--- src/rtl/xfc_pkg.sv ---
package xfc_pkg;
    localparam int REG_AW    = 8;
    localparam int REG_DW    = 32;
    localparam int TRIG_W    = 3;
    localparam int OCC_W     = 4;
    localparam int FLUSH_CYC = 2;

    localparam logic [REG_AW-1:0] A_TXDATA = 8'h50;
    localparam logic [REG_AW-1:0] A_RXDATA = 8'h54;
    localparam logic [REG_AW-1:0] A_FCTRL  = 8'h5C;
    localparam logic [REG_AW-1:0] A_FSTAT  = 8'h60;
    localparam logic [REG_AW-1:0] A_IMASK  = 8'h64;
    localparam logic [REG_AW-1:0] A_ISTAT  = 8'h68;

    // control layout: [7:5] tx threshold, [4:2] rx threshold, [1] tx flush, [0] rx flush
    typedef struct packed {
        logic [TRIG_W-1:0] tx_trig;
        logic [TRIG_W-1:0] rx_trig;
        logic              tx_flush;
        logic              rx_flush;
    } fctrl_t;

    // sticky interrupt bits, packed so that pkt lands on status bit 7 and arb on bit 2
    typedef struct packed {
        logic pkt;
        logic all;
        logic txovf;
        logic rxunf;
        logic nack;
        logic arb;
    } evt_t;

    function automatic logic [REG_DW-1:0] zext8(input logic [7:0] v);
        return {{(REG_DW-8){1'b0}}, v};
    endfunction
endpackage

--- src/rtl/xfc_word_fifo.sv ---
module xfc_word_fifo #(
    parameter int W     = 32,
    parameter int DEPTH = 8
) (
    input  logic                         clk,
    input  logic                         rst,
    input  logic                         clear,
    input  logic                         push,
    input  logic [W-1:0]                 push_data,
    input  logic                         pop,
    output logic [W-1:0]                 head,
    output logic [$clog2(DEPTH+1)-1:0]   count
);
    localparam int AW = (DEPTH > 1) ? $clog2(DEPTH) : 1;
    localparam int CW = $clog2(DEPTH+1);

    logic [W-1:0]  mem [DEPTH];
    logic [AW-1:0] rd_ptr, wr_ptr;
    logic [CW-1:0] cnt;
    logic          do_push, do_pop;

    function automatic logic [AW-1:0] bump(input logic [AW-1:0] p);
        return (p == AW'(DEPTH-1)) ? '0 : p + 1'b1;
    endfunction

    assign do_push = push && (cnt != CW'(DEPTH));
    assign do_pop  = pop && (cnt != '0);

    always_ff @(posedge clk) begin
        if (rst || clear) begin
            rd_ptr <= '0;
            wr_ptr <= '0;
            cnt    <= '0;
        end else begin
            if (do_push) wr_ptr <= bump(wr_ptr);
            if (do_pop)  rd_ptr <= bump(rd_ptr);
            cnt <= cnt + CW'(do_push) - CW'(do_pop);
        end
    end

    always_ff @(posedge clk) begin
        if (do_push && !clear) mem[wr_ptr] <= push_data;
    end

    assign head  = mem[rd_ptr];
    assign count = cnt;
endmodule

--- src/rtl/xfc_flush_seq.sv ---
module xfc_flush_seq #(
    parameter int HOLD = 2
) (
    input  logic clk,
    input  logic rst,
    input  logic start,
    output logic busy
);
    localparam int HW = $clog2(HOLD+1);
    logic [HW-1:0] left;

    always_ff @(posedge clk) begin
        if (rst)                left <= '0;
        else if (start)         left <= HW'(HOLD);
        else if (left != '0)    left <= left - 1'b1;
    end

    assign busy = (left != '0);
endmodule

--- src/rtl/xfc_irq_regs.sv ---
module xfc_irq_regs import xfc_pkg::*; #(
    parameter bit PKT_FORCE = 1'b0
) (
    input  logic       clk,
    input  logic       rst,
    input  evt_t       ev_set,
    input  logic [1:0] live_req,
    input  logic       clr_we,
    input  evt_t       clr_bits,
    input  logic       mask_we,
    input  logic [7:0] mask_wdata,
    output logic [7:0] status,
    output logic [7:0] mask,
    output logic       irq
);
    evt_t sticky;
    evt_t kept;

    assign kept = clr_we ? evt_t'(sticky & ~clr_bits) : sticky;

    always_ff @(posedge clk) begin
        if (rst) begin
            sticky <= '0;
            mask   <= '0;
        end else begin
            sticky <= evt_t'(kept | ev_set);
            if (mask_we) mask <= mask_wdata;
        end
    end

    assign status = {sticky, live_req};
    assign irq    = (|(status & mask)) | (PKT_FORCE & sticky.pkt);
endmodule

--- src/rtl/xfer_fifo_ctrl.sv ---
module xfer_fifo_ctrl import xfc_pkg::*; #(
    parameter int DEPTH         = 8,
    parameter bit PKT_IRQ_FORCE = 1'b0
) (
    input  logic              clk,
    input  logic              rst,
    input  logic              reg_wr,
    input  logic              reg_rd,
    input  logic [REG_AW-1:0] reg_addr,
    input  logic [REG_DW-1:0] reg_wdata,
    output logic [REG_DW-1:0] reg_rdata,
    output logic              eng_tx_valid,
    input  logic              eng_tx_ready,
    output logic [REG_DW-1:0] eng_tx_data,
    input  logic              eng_rx_valid,
    output logic              eng_rx_ready,
    input  logic [REG_DW-1:0] eng_rx_data,
    input  logic              ev_pkt_done,
    input  logic              ev_all_done,
    input  logic              ev_nack,
    input  logic              ev_arb_lost,
    output logic              irq
);
    localparam int CW    = $clog2(DEPTH+1);
    localparam int CMP_W = (CW > TRIG_W) ? CW : TRIG_W;

    fctrl_t            wr_ctl;
    logic [TRIG_W-1:0] tx_trig, rx_trig;
    logic              wr_fctrl, wr_txdata, wr_istat, wr_imask, rd_rxdata;
    logic              tx_flush_go, rx_flush_go, tx_busy, rx_busy, tx_clear, rx_clear;
    logic [CW-1:0]     tx_cnt, rx_cnt, tx_free;
    logic              tx_full, rx_full, tx_push, tx_pop, rx_push, rx_pop;
    logic              tx_ovf, rx_unf, tx_req, rx_req;
    logic [REG_DW-1:0] rx_head;
    logic [7:0]        istat, imask;
    evt_t              ev_set;
    logic              unused_wbits;

    assign unused_wbits = ^reg_wdata[REG_DW-1:8];
    assign wr_ctl       = fctrl_t'(reg_wdata[7:0]);

    assign wr_fctrl  = reg_wr && (reg_addr == A_FCTRL);
    assign wr_txdata = reg_wr && (reg_addr == A_TXDATA);
    assign wr_istat  = reg_wr && (reg_addr == A_ISTAT);
    assign wr_imask  = reg_wr && (reg_addr == A_IMASK);
    assign rd_rxdata = reg_rd && (reg_addr == A_RXDATA);

    always_ff @(posedge clk) begin
        if (rst) begin
            tx_trig <= '0;
            rx_trig <= '0;
        end else if (wr_fctrl) begin
            tx_trig <= wr_ctl.tx_trig;
            rx_trig <= wr_ctl.rx_trig;
        end
    end

    assign tx_flush_go = wr_fctrl && wr_ctl.tx_flush;
    assign rx_flush_go = wr_fctrl && wr_ctl.rx_flush;

    xfc_flush_seq #(.HOLD(FLUSH_CYC)) u_tx_flush (
        .clk(clk), .rst(rst), .start(tx_flush_go), .busy(tx_busy)
    );
    xfc_flush_seq #(.HOLD(FLUSH_CYC)) u_rx_flush (
        .clk(clk), .rst(rst), .start(rx_flush_go), .busy(rx_busy)
    );

    assign tx_clear = tx_flush_go || tx_busy;
    assign rx_clear = rx_flush_go || rx_busy;

    // transmit path: software pushes, engine pops
    assign tx_full      = (tx_cnt == CW'(DEPTH));
    assign tx_push      = wr_txdata && !tx_full;
    assign tx_ovf       = wr_txdata && tx_full && !tx_clear;
    assign eng_tx_valid = (tx_cnt != '0);
    assign tx_pop       = eng_tx_valid && eng_tx_ready;

    xfc_word_fifo #(.W(REG_DW), .DEPTH(DEPTH)) u_tx_q (
        .clk(clk), .rst(rst), .clear(tx_clear),
        .push(tx_push), .push_data(reg_wdata),
        .pop(tx_pop), .head(eng_tx_data), .count(tx_cnt)
    );

    // receive path: engine pushes, software pops
    assign rx_full      = (rx_cnt == CW'(DEPTH));
    assign eng_rx_ready = !rx_full && !rx_clear;
    assign rx_push      = eng_rx_valid && eng_rx_ready;
    assign rx_pop       = rd_rxdata && (rx_cnt != '0);
    assign rx_unf       = rd_rxdata && (rx_cnt == '0);

    xfc_word_fifo #(.W(REG_DW), .DEPTH(DEPTH)) u_rx_q (
        .clk(clk), .rst(rst), .clear(rx_clear),
        .push(rx_push), .push_data(eng_rx_data),
        .pop(rx_pop), .head(rx_head), .count(rx_cnt)
    );

    assign tx_free = CW'(DEPTH) - tx_cnt;
    assign tx_req  = CMP_W'(tx_free) > CMP_W'(tx_trig);
    assign rx_req  = CMP_W'(rx_cnt)  > CMP_W'(rx_trig);

    assign ev_set.pkt   = ev_pkt_done;
    assign ev_set.all   = ev_all_done;
    assign ev_set.txovf = tx_ovf;
    assign ev_set.rxunf = rx_unf;
    assign ev_set.nack  = ev_nack;
    assign ev_set.arb   = ev_arb_lost;

    xfc_irq_regs #(.PKT_FORCE(PKT_IRQ_FORCE)) u_irq (
        .clk(clk), .rst(rst),
        .ev_set(ev_set), .live_req({tx_req, rx_req}),
        .clr_we(wr_istat), .clr_bits(evt_t'(reg_wdata[7:2])),
        .mask_we(wr_imask), .mask_wdata(reg_wdata[7:0]),
        .status(istat), .mask(imask), .irq(irq)
    );

    always_comb begin
        case (reg_addr)
            A_RXDATA: reg_rdata = (rx_cnt != '0) ? rx_head : '0;
            A_FCTRL:  reg_rdata = zext8({tx_trig, rx_trig, tx_busy, rx_busy});
            A_FSTAT:  reg_rdata = zext8({OCC_W'(tx_free), OCC_W'(rx_cnt)});
            A_IMASK:  reg_rdata = zext8(imask);
            A_ISTAT:  reg_rdata = zext8(istat);
            default:  reg_rdata = '0;
        endcase
    end
endmodule

--- config.mk ---
export PLATFORM = sky130hd
export DESIGN_NAME = xfer_fifo_ctrl
export DESIGN_NICKNAME = d
export VERILOG_FILES = /design/src/rtl/xfc_pkg.sv /design/src/rtl/xfc_word_fifo.sv /design/src/rtl/xfc_flush_seq.sv /design/src/rtl/xfc_irq_regs.sv /design/src/rtl/xfer_fifo_ctrl.sv
export SDC_FILE = /design/constraint.sdc
export NUM_CORES = 1
export LEC_CHECK = 0
export BUFFER_PORTS_ARGS = -buffer_cell sky130_fd_sc_hd__clkbuf_2
export CAP_MARGIN = 25
export CORE_MARGIN = 2
export CORE_UTILIZATION = 60
export DETAILED_ROUTE_END_ITERATION = 12
export PLACE_DENSITY = 0.79
export SLEW_MARGIN = 5
export SYNTH_ARGS = -nofsm -noshare
export SYNTH_HDL_FRONTEND = slang
export SYNTH_SLANG_ARGS = --single-unit
--- constraint.sdc ---
create_clock -name clk -period 8.8 [get_ports clk]
set_input_delay 2.2 -clock clk [delete_from_list [all_inputs] [get_ports clk]]
set_output_delay 2.2 -clock clk [all_outputs]
set_load 0.01 [all_outputs]
* After elaboration in Yosys (flattened, before gate mapping)
Memories as Yosys holds them, arrays and structs flattened. A register that Yosys moved wholly into a read port is not among the register bits.
Cells that the tools add are included.
Widths: inputs -> output; s select.
** Operators by class
- Add/subtract/negate cells :: 11
- Magnitude comparators :: 2
- Equality and inequality tests :: 14
- Mux-type cells :: 19
- Bitwise operators :: 4
- Reduce and logical (&&, ||, !) cells :: 39
** Operator list (count)
- $pmux 32 s5 :: 1
- $eq 8x7->1 const B :: 6
- $mux 32 :: 1
- $mux 3 :: 8
- $logic_and 1x1->1 :: 21
- $add 3x1->3 const B :: 4
- $eq 3x3->1 const B :: 4
- $add 4x1->4 :: 2
- $and 8x8->8 :: 1
- $eq 4x4->1 const B :: 2
- $gt 4x3->1 :: 2
- $mux 2 :: 4
- $ne 4x4->1 const B :: 2
- $reduce_bool 2->1 :: 4
- $reduce_bool 4->1 :: 2
- $reduce_or 8->1 :: 1
- $sub 4x1->4 :: 2
- $and 6x6->6 :: 1
- $mux 6 :: 1
- $not 6->6 :: 1
- $or 6x6->6 :: 1
- $logic_not 1->1 :: 4
- $logic_not 4->1 :: 1
- $logic_or 1x1->1 :: 4
- other kinds (4) :: 9
** Storage, ports and cells
- Flip-flop bits (word level) :: 44
- RAM bits :: 512
- Input port bits :: 82
- Word-level logic and storage cells :: 110
- Memories kept :: 2
** Memories
- u_rx_q.mem :: depth 8, bits a word 32, read ports 1, clocked after Yosys merged registers in 1, write ports 1, RTL line xfc_word_fifo.sv:17 : logic [W-1:0] mem [DEPTH];
- u_tx_q.mem :: depth 8, bits a word 32, read ports 1, clocked after Yosys merged registers in 1, write ports 1, RTL line xfc_word_fifo.sv:17

* Logic depth before layout (Yosys ltp)
- Depth after elaboration :: 11
- Gate-level depth with buffers :: 14
- Mapped depth without buffers :: 12

* Modules after synthesis
Synthesis repeated with hierarchy kept, for this count alone.
** Unflattened totals
- Cell total of the unflattened synthesis :: 1115
- Area total of the unflattened synthesis :: 22730.6 um^2
** By module, submodules not included
- xfc_word_fifo (u_rx_q) :: times used 1, cells each 448, area each 10467.5 um^2, sequential area each 7947.6 um^2
- xfc_word_fifo (u_tx_q) :: times used 1, cells each 448, area each 10462.5 um^2, sequential area each 7947.6 um^2
- xfer_fifo_ctrl :: times used 1, cells each 156, area each 1091.0 um^2, sequential area each 120.1 um^2
- xfc_irq_regs :: times used 1, cells each 51, area each 569.3 um^2, sequential area each 280.3 um^2
- xfc_flush_seq :: times used 2, cells each 6, area each 70.1 um^2, sequential area each 40.0 um^2

* Worst setup path after synthesis
No wires, ideal clock.
- Path type :: input to register
- Start :: in reg_addr[7]
- End :: mem u_rx_q.mem[1][0], enable pin
- Library setup time :: 0.513 ns
- Arrival time :: 6.340 ns
- Required time :: 8.287 ns
- Slack :: 1.946 ns
- Stages on the path :: 5
- Cells stage by stage :: and4bb_4 -> and4_4 -> buf_6 -> a21o_4 -> nor4b_1
** Between the ends
- Cells in the longest elaborated chain, start to end :: 11
** RTL lines
- start, declared :: RTL line xfer_fifo_ctrl.sv:9 : input logic [REG_AW-1:0] reg_addr,
- $eq 8x7->1 (*) :: RTL line xfer_fifo_ctrl.sv:42 : assign wr_fctrl = reg_wr && (reg_addr == A_FCTRL);
- $logic_and 1x1->1 (*) :: RTL line xfer_fifo_ctrl.sv:42
- $logic_and 1x1->1 (*) :: RTL line xfer_fifo_ctrl.sv:59 : assign rx_flush_go = wr_fctrl && wr_ctl.rx_flush;
- $logic_or 1x1->1 (*) :: RTL line xfer_fifo_ctrl.sv:69 : assign rx_clear = rx_flush_go || rx_busy;
- $logic_not 1->1 (*) :: RTL line xfc_word_fifo.sv:42, xfer_fifo_ctrl.sv:86
- $logic_and 1x1->1 :: RTL line xfer_fifo_ctrl.sv:86 : assign eng_rx_ready = !rx_full && !rx_clear;
- $logic_and 1x1->1 :: RTL line xfer_fifo_ctrl.sv:87 : assign rx_push = eng_rx_valid && eng_rx_ready;
- $logic_and 1x1->1 :: RTL line xfc_word_fifo.sv:26 : assign do_push = push && (cnt != CW'(DEPTH));
- $logic_and 1x1->1 (*) :: RTL line xfc_word_fifo.sv:42 : if (do_push && !clear) mem[wr_ptr] <= push_data;
- $mux 1 (*) :: RTL line xfc_word_fifo.sv:42
- $mux 1 (implied by the code) (*) :: RTL line xfc_word_fifo.sv:42
- end, declared :: RTL line xfc_word_fifo.sv:17
Every way passes the cells marked *; elsewhere a longest branch is shown, timed or not.

* Worst setup path in the final report
- Start :: in reg_addr[7]
- End :: out reg_rdata[1]
** Between the ends
- Cells in the longest elaborated chain, start to end :: 2
- Elaborated cells between the ends (all ways) :: 6
- Classes of those cells :: eq/ne (5); mux (1)
** RTL lines
- $eq 8x7->1 :: RTL line xfer_fifo_ctrl.sv:117 : case (reg_addr)
- $pmux 32 s5 (*) :: RTL line xfer_fifo_ctrl.sv:117
- end, declared :: RTL line xfer_fifo_ctrl.sv:11 : output logic [REG_DW-1:0] reg_rdata,
Marked as above.

==> key figures <==
Yosys
  • Yosys warnings: 0
  • Unique masters post-synth: 65
  • Post-synth EDFFs: 512
  • Synth area leaders: edfxtp_1 (69%), mux4_2 (13%), dfxtp_1 (4.5%)
  • Synth top area share: around 69%
  • Sequential fraction of the synthesis area: 73.73%
  • Yosys reg bits: 562
  • Ys async rst share: 0%
  • Cell area after synthesis: about 0.022 sq mm
  • Syn_area_per_cell: 19.96 sq um
  • Top_reg_cell synth: edfxtp_1
  • Syn Inst Count: 1113
  • Syn Nets: 1225
  • Post-synth top area cell: edfxtp_1

Clock tree
  • Reg clk slew, reported paths: about 0.060 ns
  • Post-CTS Setup Bufs: 0
  • Cts repair resizes: 0
  • CTS tree: yes
  • Hold-fix buffers at CTS: 0
  • CTS Buf Count: 55
  • CTS Root Cell: clkbuf_16
  • CTS sink cnt: between 500 and 600
  • CTS max path bufs: 3
  • H-tree depth: 2
  • Later-pin clock latency in the skew report: approximately 0.58 ns

Timing
  • Part of the cycle the worst path needs: between 60 and 70%
  • Slew margin rel.: between 30% and 40%
  • Setup Skew: 0.01869 ns
  • # setup viols final: 0
  • Final min period: between 5 and 6 ns
  • Final Hold Viols: 0
  • Fin. max-slew vios: 0
  • Slew @ Worst Pin: 0.9424 ns
  • RSZ-0062 raised after global routing: no
  • Total negative slack: 0 ns
  • Final WS setup: 2.849 ns
  • Max Clk Rate: around 170 MHz

Final layout
  • P&R area growth vs syn: 14.15%
  • Fin util: a little over two thirds
  • Final Net Count: 1401
  • Share of layout cells above drive strength 1: 33.48%
  • Fin area: 0.02535 sq mm
  • Fillers: 2172

Power
  • PD cells: 239.0 mW/mm^2
  • Max VDD drop: 0.2102 mV
  • Total Power: 6.059 mW
  • Leak: 8.413 nW

Critical path
  • CP Class: input pin to output port
  • Worst Path Required: 6.60 ns
  • Worst-path maximum fanout: 39
  • WP data arrival: 3.75 ns
  • Setup crit end kind: output port
  • Worst setup SP type: input pin

Hold path
  • Class of the worst hold path: register to register

Global route
  • First-pass GRT wire length: 68860 microns
  • Initial antenna violation count: 3
  • Largest net degree at the start of global routing: 65
  • Total gr overflow: 0
  • Vias in the first global route: between 10000 and 15000
  • GRT Util Overall: 23.89%

Placed design
  • Placed cell area: approximately 0.024 sq mm
  • Port buffer count: about 150
  • Place WS: 2.858 ns
  • Dpl hpwl: 25100 microns
  • Gpl congestion: 0.8554

Route
  • Via density: 6.208
  • Drt first pass iters: 5
  • Final WL: about 45000 microns
  • Total vias in the final route: 11190
  • Starting DRT DRC Count: 905
  • Detail Route Antenna Nets: 0
  • Average wire per standard cell: between 20 and 25 microns
  • DRC violations left: 0

Floorplanning
  • Starting Density: 60.81%
  • Die Y: 196.4 microns
  • Area of the die: 0.03857 sq mm
  • Core ar.: ~0.037 sq mm
  • IO Count: 149
  • Row Count: 70
  • Die X: 196.4 microns

Job
  • MaxCap Viol Count: 0

Outcome
  • Status: finished, final reports clean
-- flip-flops by register name, summed over array words and instances (netlist names), named ones only --
| signal | cells |
|---|---|
| tx_trig | 3 |
| u_rx_flush.left | 2 |
| u_tx_q.count | 4 |
| u_tx_flush.left | 2 |
| u_rx_q.wr_ptr | 3 |
| u_rx_q.rd_ptr | 3 |
| u_tx_q.rd_ptr | 3 |
| u_rx_q.count | 4 |
| u_tx_q.mem | 256 |
| u_irq.mask | 8 |
| u_rx_q.mem | 256 |
| u_irq.status | 6 |
| rx_trig | 3 |
| u_tx_q.wr_ptr | 3 |
-- Yosys cell counts, drive strengths merged (4+ instances only) --
| master | n |
|---|---|
| mux4 | 128 |
| dfxtp | 50 |
| o221ai | 7 |
| nand3 | 6 |
| nor4b | 4 |
| a311oi | 4 |
| and3 | 13 |
| inv | 34 |
| nand2 | 29 |
| o21ai | 13 |
| nor2b | 4 |
| clkbuf | 19 |
| buf | 35 |
| nor2 | 60 |
| a21oi | 19 |
| nand4 | 4 |
| ha | 28 |
| or3 | 4 |
| mux2 | 33 |
| nor3 | 8 |
| edfxtp | 512 |
| mux2i | 50 |
-- critical path, cell delays in order --
cell      delay (ns)
clkbuf_2        0.10
and4bb_4        0.45
nand4b_1        0.11
buf_4           0.29
o221a_2         0.34
o21ai_0         0.09
clkbuf_2        0.17
-- routing by layer --
metal  up-vias  wire length [microns]  GRT usage, %
met5         -                     13             0
met1      5787                  17610         31.81
li1       4880                      -             -
met3        87                   3068         4.552
met2       430                  22910         40.90
met4         2                   1101         6.818
-- placed cells by master (no fill, tap or decap), drive strengths merged, types with 3 or more instances in the layout --
| cell | Yosys | final |
|---|---|---|
| edfxtp | 512 | 512 |
| clkbuf | 19 | 213 |
| mux4 | 128 | 128 |
| nor2 | 60 | 60 |
| mux2i | 50 | 50 |
| dfxtp | 50 | 50 |
| inv | 34 | 36 |
| mux2 | 33 | 33 |
| nand2 | 29 | 29 |
| ha | 28 | 28 |
| buf | 35 | 25 |
| clkinv | 0 | 25 |
| a21oi | 19 | 19 |
| and3 | 13 | 13 |
| o21ai | 13 | 13 |
| nor3 | 8 | 8 |
| o221ai | 7 | 7 |
| nand3 | 6 | 6 |
| bufinv | 0 | 5 |
| nor2b | 4 | 4 |
| or3 | 4 | 4 |
| a311oi | 4 | 4 |
| nand4 | 4 | 4 |
| nor4b | 4 | 4 |
| xnor2 | 3 | 3 |
| a211o | 3 | 3 |
| nand3b | 3 | 3 |
| a22oi | 3 | 3 |
| xor2 | 3 | 3 |
| and4 | 3 | 3 |
| clkinvlp | 0 | 3 |
-- power breakdown --
group          internal [mW]  switching, mW
logic                  0.352          0.387
clock network           1.31          0.959
registers               2.99         0.0612
total                   4.65           1.41
-- cells by family (layout without fill, tap and decap cells) --
family / count (synthesis) / after routing / share of synthesized area [%]
flip-flops: 562 / 562 / 73.73
multiplexers: 211 / 211 / 16.91
AND/OR/NAND/NOR: 154 / 154 / 3.701
adder cells (fa/ha/maj): 30 / 30 / 1.758
other: 0 / 2 / 0
XOR/XNOR: 6 / 6 / 0.2366
buffers and inverters: 88 / 307 / 1.713
AO/OA/AOI/OAI: 62 / 62 / 1.955
-- cell type report --
type	instances	area (sq um)	share of cell area [%]
Multi-Input combinational cell	463	5557	21.92
Tap cell	468	585.6	2.310
Sequential cell	562	16390	64.64
Antenna cell	2	5.005	0.01974
Timing Repair Buffer	173	940.9	3.711
Inverter	34	127.6	0.5034
Clock buffer	65	1435	5.661
Clock inverter	35	315.3	1.244
-- path summary, 6_finish.rpt --
path	startpoint	to	slack, ns	cells after the start
max	reg_addr[7]	reg_rdata[1]	2.85	7
min	u_tx_q.rd_ptr[1]$_SDFFE_PP0N_	register	0.48	2
max reg2reg	u_rx_q.count[2]$_SDFF_PP0_	u_rx_q.mem[6][28]$_DFFE_PP_	5.86	7
min reg2reg	u_tx_q.rd_ptr[1]$_SDFFE_PP0N_	register	0.48	2
-- metrics by stage --
step | std cells | hold slack, ns
final | 1802 | 0.4771
after global routing | 1800 | 0.5021
after CTS | 1799 | 0.4804
after detailed placement | 1699 | 0.4718
after global placement | 1699 | 0.4577
after floorplan | 1113 | 0.4449
Power figures use the tool's default switching activity.
